`config.mk`:
```
export PLATFORM = sky130hd
export DESIGN_NAME = intr_push_seq
export DESIGN_NICKNAME = d
export VERILOG_FILES = /design/src/rtl/intr_push_pkg.sv /design/src/rtl/intr_push_ctrl.sv /design/src/rtl/intr_push_plan.sv /design/src/rtl/intr_push_lanes.sv /design/src/rtl/intr_push_seq.sv
export SDC_FILE = /design/constraint.sdc
export NUM_CORES = 1
export LEC_CHECK = 0
export BUFFER_PORTS_ARGS = -buffer_cell sky130_fd_sc_hd__buf_2
export CAP_MARGIN = 30
export CORE_MARGIN = 5
export CORE_UTILIZATION = 30
export DETAILED_ROUTE_END_ITERATION = 6
export GPL_TIMING_DRIVEN = 0
export PLACE_DENSITY_LB_ADDON = 0.12
export SYNTH_ARGS = -nofsm -noshare
export SYNTH_HDL_FRONTEND = slang
export SYNTH_SLANG_ARGS = --single-unit
```
`constraint.sdc`:
```
create_clock -name clk_i -period 4.85 [get_ports clk_i]
set_clock_uncertainty 0.2 [all_clocks]
set_input_delay 0.97 -clock clk_i [delete_from_list [all_inputs] [get_ports clk_i]]
set_output_delay 0.97 -clock clk_i [all_outputs]
set_load 0.005 [all_outputs]
```
`src/rtl/intr_push_pkg.sv`:
```
package intr_push_pkg;
  localparam int BYTE_W = 8;

  typedef enum logic [1:0] {
    ST_IDLE = 2'd0,
    ST_XFER = 2'd1,
    ST_DONE = 2'd2
  } push_st_e;
endpackage

```
`src/rtl/intr_push_ctrl.sv`:
```
module intr_push_ctrl
  import intr_push_pkg::*;
#(
  parameter int STEP_W = 3
) (
  input  logic              clk_i,
  input  logic              rst_ni,
  input  logic              start_i,
  input  logic              ack_i,
  input  logic              last_i,
  output push_st_e          state_o,
  output logic [STEP_W-1:0] step_o,
  output logic              cap_en_o
);
  push_st_e          state_q;
  logic [STEP_W-1:0] step_q;

  assign cap_en_o = (state_q == ST_IDLE) && start_i;
  assign state_o  = state_q;
  assign step_o   = step_q;

  always_ff @(posedge clk_i or negedge rst_ni) begin
    if (!rst_ni) begin
      state_q <= ST_IDLE;
      step_q  <= '0;
    end else begin
      unique case (state_q)
        ST_IDLE: if (start_i) begin
          state_q <= ST_XFER;
          step_q  <= '0;
        end
        ST_XFER: if (ack_i) begin
          if (last_i) state_q <= ST_DONE;
          else        step_q  <= step_q + 1'b1;
        end
        ST_DONE: state_q <= ST_IDLE;
        default: state_q <= ST_IDLE;
      endcase
    end
  end
endmodule

```
`src/rtl/intr_push_plan.sv`:
```
module intr_push_plan
  import intr_push_pkg::*;
#(
  parameter int SP_W   = 16,
  parameter int BANK_W = 8,
  parameter int WORD_W = 16,
  parameter int STEP_W = 3
) (
  input  logic [SP_W-1:0]   sp_i,
  input  logic [BANK_W-1:0] bank_i,
  input  logic [WORD_W-1:0] pc_i,
  input  logic [WORD_W-1:0] ps_i,
  input  logic [STEP_W-1:0] step_i,
  output logic [SP_W-1:0]   addr_o,
  output logic              is_word_o,
  output logic [BYTE_W-1:0] byte_o,
  output logic [WORD_W-1:0] word_o,
  output logic              last_o
);
  localparam logic [STEP_W-1:0] LAST_EVEN = STEP_W'(2);
  localparam logic [STEP_W-1:0] LAST_ODD  = STEP_W'(4);

  logic            odd;
  logic [SP_W-1:0] offset;

  assign odd = sp_i[0];

  // even: offsets 0,2,4 ; odd: offsets 0..4
  always_comb begin
    offset = odd ? SP_W'(step_i) : SP_W'({step_i, 1'b0});
  end

  assign addr_o    = sp_i - offset;
  assign last_o    = odd ? (step_i == LAST_ODD) : (step_i == LAST_EVEN);
  assign is_word_o = !odd && (step_i != '0);
  assign word_o    = (step_i == STEP_W'(1)) ? pc_i : ps_i;

  always_comb begin
    unique case (step_i)
      STEP_W'(1): byte_o = pc_i[15:8];
      STEP_W'(2): byte_o = pc_i[7:0];
      STEP_W'(3): byte_o = ps_i[15:8];
      STEP_W'(4): byte_o = ps_i[7:0];
      default:    byte_o = BYTE_W'(bank_i);
    endcase
  end
endmodule

```
`src/rtl/intr_push_lanes.sv`:
```
module intr_push_lanes
  import intr_push_pkg::*;
#(
  parameter int WORD_W = 16,
  parameter int LANES  = WORD_W / BYTE_W,
  parameter int SEL_W  = (LANES > 1) ? $clog2(LANES) : 1
) (
  input  logic              is_word_i,
  input  logic [SEL_W-1:0]  lane_sel_i,
  input  logic [BYTE_W-1:0] byte_i,
  input  logic [WORD_W-1:0] word_i,
  output logic [WORD_W-1:0] wdata_o,
  output logic [LANES-1:0]  be_o
);
  for (genvar l = 0; l < LANES; l++) begin : g_lane
    logic hit;
    assign hit = is_word_i || (lane_sel_i == SEL_W'(l));
    assign be_o[l] = hit;
    assign wdata_o[l*BYTE_W +: BYTE_W] =
      is_word_i ? word_i[l*BYTE_W +: BYTE_W] : (hit ? byte_i : '0);
  end
endmodule

```
`src/rtl/intr_push_seq.sv`:
```
module intr_push_seq
  import intr_push_pkg::*;
#(
  parameter int SP_W   = 16,
  parameter int BANK_W = 8,
  parameter int WORD_W = 16,
  parameter int STEP_W = 3
) (
  input  logic                     clk_i,
  input  logic                     rst_ni,
  input  logic                     start_i,
  input  logic [SP_W-1:0]          sp_i,
  input  logic [BANK_W-1:0]        bank_i,
  input  logic [WORD_W-1:0]        pc_i,
  input  logic [WORD_W-1:0]        ps_i,
  output logic                     busy_o,
  output logic                     mem_req_o,
  output logic [SP_W-1:0]          mem_addr_o,
  output logic [WORD_W-1:0]        mem_wdata_o,
  output logic [WORD_W/BYTE_W-1:0] mem_be_o,
  input  logic                     mem_ready_i,
  output logic                     done_o,
  output logic [SP_W-1:0]          sp_o
);
  localparam int LANES = WORD_W / BYTE_W;
  localparam int SEL_W = (LANES > 1) ? $clog2(LANES) : 1;
  localparam logic [SP_W-1:0] FRAME_BYTES = SP_W'(5);

  logic [SP_W-1:0]   sp_q;
  logic [BANK_W-1:0] bank_q;
  logic [WORD_W-1:0] pc_q, ps_q;

  push_st_e          state;
  logic [STEP_W-1:0] step;
  logic              cap_en, ack, last;
  logic [SP_W-1:0]   addr;
  logic              is_word;
  logic [BYTE_W-1:0] byte_val;
  logic [WORD_W-1:0] word_val;

  always_ff @(posedge clk_i or negedge rst_ni) begin
    if (!rst_ni) begin
      sp_q   <= '0;
      bank_q <= '0;
      pc_q   <= '0;
      ps_q   <= '0;
    end else if (cap_en) begin
      sp_q   <= sp_i;
      bank_q <= bank_i;
      pc_q   <= pc_i;
      ps_q   <= ps_i;
    end
  end

  assign ack = mem_req_o && mem_ready_i;

  intr_push_ctrl #(.STEP_W(STEP_W)) u_ctrl (
    .clk_i   (clk_i),
    .rst_ni  (rst_ni),
    .start_i (start_i),
    .ack_i   (ack),
    .last_i  (last),
    .state_o (state),
    .step_o  (step),
    .cap_en_o(cap_en)
  );

  intr_push_plan #(
    .SP_W(SP_W), .BANK_W(BANK_W), .WORD_W(WORD_W), .STEP_W(STEP_W)
  ) u_plan (
    .sp_i     (sp_q),
    .bank_i   (bank_q),
    .pc_i     (pc_q),
    .ps_i     (ps_q),
    .step_i   (step),
    .addr_o   (addr),
    .is_word_o(is_word),
    .byte_o   (byte_val),
    .word_o   (word_val),
    .last_o   (last)
  );

  intr_push_lanes #(.WORD_W(WORD_W), .LANES(LANES), .SEL_W(SEL_W)) u_lanes (
    .is_word_i (is_word),
    .lane_sel_i(addr[SEL_W-1:0]),
    .byte_i    (byte_val),
    .word_i    (word_val),
    .wdata_o   (mem_wdata_o),
    .be_o      (mem_be_o)
  );

  assign busy_o     = (state != ST_IDLE);
  assign mem_req_o  = (state == ST_XFER);
  assign mem_addr_o = addr;
  assign done_o     = (state == ST_DONE);
  assign sp_o       = sp_q - FRAME_BYTES;
endmodule

```
==> out/qor.yml <==
setup_path:
  crit_start: "sp_q[0]"
  critPathBufInv: 4
  r2r_setup_slack_ns: 2.60
  arrival_ns: 3.38
  worst_r2r_endpoint: "u_ctrl.step_o[2]"
  end_kind: "primary output"
  critPathMaxFanout: 10
  slowest_delay_ns: 0.47
  reg2reg_from: "u_ctrl.step_o[0]"
  cp-start-kind: "flop"
  worstSetupPathType: "reg -> out"
  crit_family: "buffers and inverters"
  r2r_cells: 8
  cp_slowest_cell: "fa_1"
  worst-endpoint-required_ns: 3.68
  path_cells: "clkbuf_1 -> clkbuf_2 -> mux2i_1 -> fa_1 -> a21o_1 -> a2111oi_0 -> buf_1 -> or3b_1 -> xnor2_1 -> buf_2"
yosys:
  synth_top_family_by_area: "simple AND/OR/NAND/NOR gates"
  synth.distinct_cells: 41
  syn-cell-area_mm2: 0.00374
  synth_ff_type: "dfrtp_1"
  synth_compound_area_frac: 0.169
  ys_warn_count: 0
  synth_area_leaders: "dfrtp_1, nand2_1, a22oi_1"
  seq_area_frac_synth: 0.408
  synth_edf_count: 0
  synth-simple-area-share: 0.265
  synth_common_cells: "nand2_1, dfrtp_1, clkbuf_1"
  syn_nets: 533
  ys_ff_latch: 61
  async_reset_ff_frac: 1.00
  yosys-mux-area-fraction: 0.00535
  yosys.area_share.xor_xnor: 0.0632
  syn_inst: 463
  avgSynthCellArea_um2: 8.08
  netlist.top_cell.by_area: "dfrtp_1"
  synth.most_common_cell: "nand2_1"
  synth_top_area_frac: 0.408
  synthAdderAreaFrac: 0.0355
run_status:
  outcome: "finished clean"
die:
  start_util: 0.309
  rows: 40
  io_pins: 113
  fp.coreArea_mm2: 0.0121
  die_w_um: 122
  die_height_um: 122
  dieArea_mm2: 0.0148
hold_path:
  min_from: "bank_q[1]"
  hp-class: "reg -> reg"
  hold_depth: 2
  worst_hold_path.endpoint: "bank_q[1]"
cells_and_area:
  nNetsFinal: 657
  design_area_mm2: 0.00484
  diodes: 0
  area_growth_pct: 29.3
  final_util: 0.399
  drive_gt1_frac: 0.238
timing:
  max_freq_mhz: 220
  holdWs_ns: 0.286
  finalSetupViolations: 0
  slew_violations: 0
  hold_viol_final: 0
  worst_pin_slew_ns: 1.00
  rsz0062_at_grt: "no"
  fin_crit_sh: 0.937
  slew_headroom: 0.331
  period_minus_slack_ns: 4.55
  setup_ws_ns: 0.304
place:
  gp_congestion: 0.864
  dpl_cell_area_mm2: 0.00453
  dp_slack_ns: 0.156
  io_buffers: 112
  dp_hpwl_mm: 9.45
drt:
  drt_iter0_markers: 200
  wl_mm: 12.2
  vias: 3700
  drtPass1Iterations: 4
  post_drt_wl_per_cell_um: 16.1
  ant_nets: 0
  drc_errors: 0
  routed_via_density: 4.87
clock_network:
  clockRootBuffer: "clkbuf_16"
  cts_setup_buffers: 0
  cts_tree: "yes"
  ctsHoldBuffers: 0
  cts.path.max_buffers: 2
  insertion_delay_ns: 0.33
  clk_pin_slew_worst_paths_ns: 0.05
  cts_max_level: 3
  numCtsBuffers: 9
  cts_sinks: 61
global_route:
  grt-ovfl-total: 0
  grt_max_degree: 40
  grt_pass1_vias: 3820
  grt_util_all_layers: 0.168
  grt_pass1_wl_mm: 19.5
  antenna_found_initial: 0
power:
  finalPower_w: 0.00376
  powerDensity_mw_per_mm2: 777
  leakagePower_nw: 2.46
  peakVddDrop_uv: 260
job:
  max_cap_viol_count: 0
## what timing repair did
item                                    CTS  global route
gates resized for setup                   1             5
endpoints found under the hold margin     0             0
endpoints found under the setup margin    1             4
## stage by stage
step | std cells | setup TNS (ns)
2_1_floorplan | 463 | 0
3_3_place_gp | 743 | -0.203
3_5_place_dp | 745 | 0
4_1_cts | 761 | 0
5_1_grt | 760 | 0
6_report | 760 | 0
## cell type report
type                            count  area, µm²
Multi-Input combinational cell    355       2020
Clock buffer                        9        225
Clock inverter                      7       76.3
Fill cell                        1305       7280
Timing Repair Buffer              114        584
Sequential cell                    61       1530
Buffer                             35        156
Inverter                           11       41.3
Tap cell                          168        210
## worst min-delay path, stage by stage (launching register included)
cell	delay, ns
dfrtp_1	0.34
nand2_1	0.05
nand2_1	0.06
## sequential cells by signal (all words and copies together) (netlist names)
signal,count
bank_q,8
pc_q,16
ps_q,16
sp_q,16
u_ctrl.state_o,2
u_ctrl.step_o,3
## power by group
group / leakage (nW) / switching [W] / internal (W)
combinational: 1.55 / 0.00119 / 0.000934
sequential: 0.766 / 0.000250 / 0.000739
clock: 0.142 / 0.000242 / 0.000399
## cell families after synthesis
logic type,count (synthesis)
simple gates,234
mux,2
buf+inv,47
compound gates,81
flops,61
other cells,1
xor+xnor,27
fa+ha+maj,10
## how the worst max path moves through the flow
stage                                 to  slack [ns]  cells after the start
after global placement    mem_addr_o[14]       -0.20                     10
after global routing      mem_addr_o[14]       0.006                     10
after floorplan           mem_addr_o[14]        0.87                      9
final                     mem_addr_o[14]        0.30                     10
after CTS                 mem_addr_o[14]       0.006                     11
after detailed placement  mem_addr_o[14]        0.16                     11
## per-layer routing
layer / global-route usage / share of wire / up-vias
li1: - / - / 1834
met1: 0.228 / 0.46 / 1720
met2: 0.269 / 0.45 / 128
met3: 0.0334 / 0.073 / 18
met4: 0.0567 / 0.017 / 0
met5: 0 / 0 / -
## cell usage in the layout (no fill, tap or decap), types with 3 or more instances in the layout
master     Yosys  layout
xor2_1        16      16
buf_4          3       3
xnor2_1       11      11
clkbuf_1      26      22
nor3_1         5       5
clkbuf_16      0       9
clkinv_4       0       3
buf_1          4       5
a21oi_1        3       3
a32oi_1        8       8
a2bb2oi_1      8       8
dfrtp_1       61      61
nand3_1        7       7
nor2b_1        5       5
inv_1         10      10
or3_1          6       6
o21ai_0        8       8
buf_2          2     115
nand2_1      170     170
nor2_1        20      20
o32ai_1       16      16
and3_1         9       9
a22o_1         9       9
ha_1           9       9
a22oi_1       24      24
nor4_1         3       3
(Power assumes the default switching activity.)
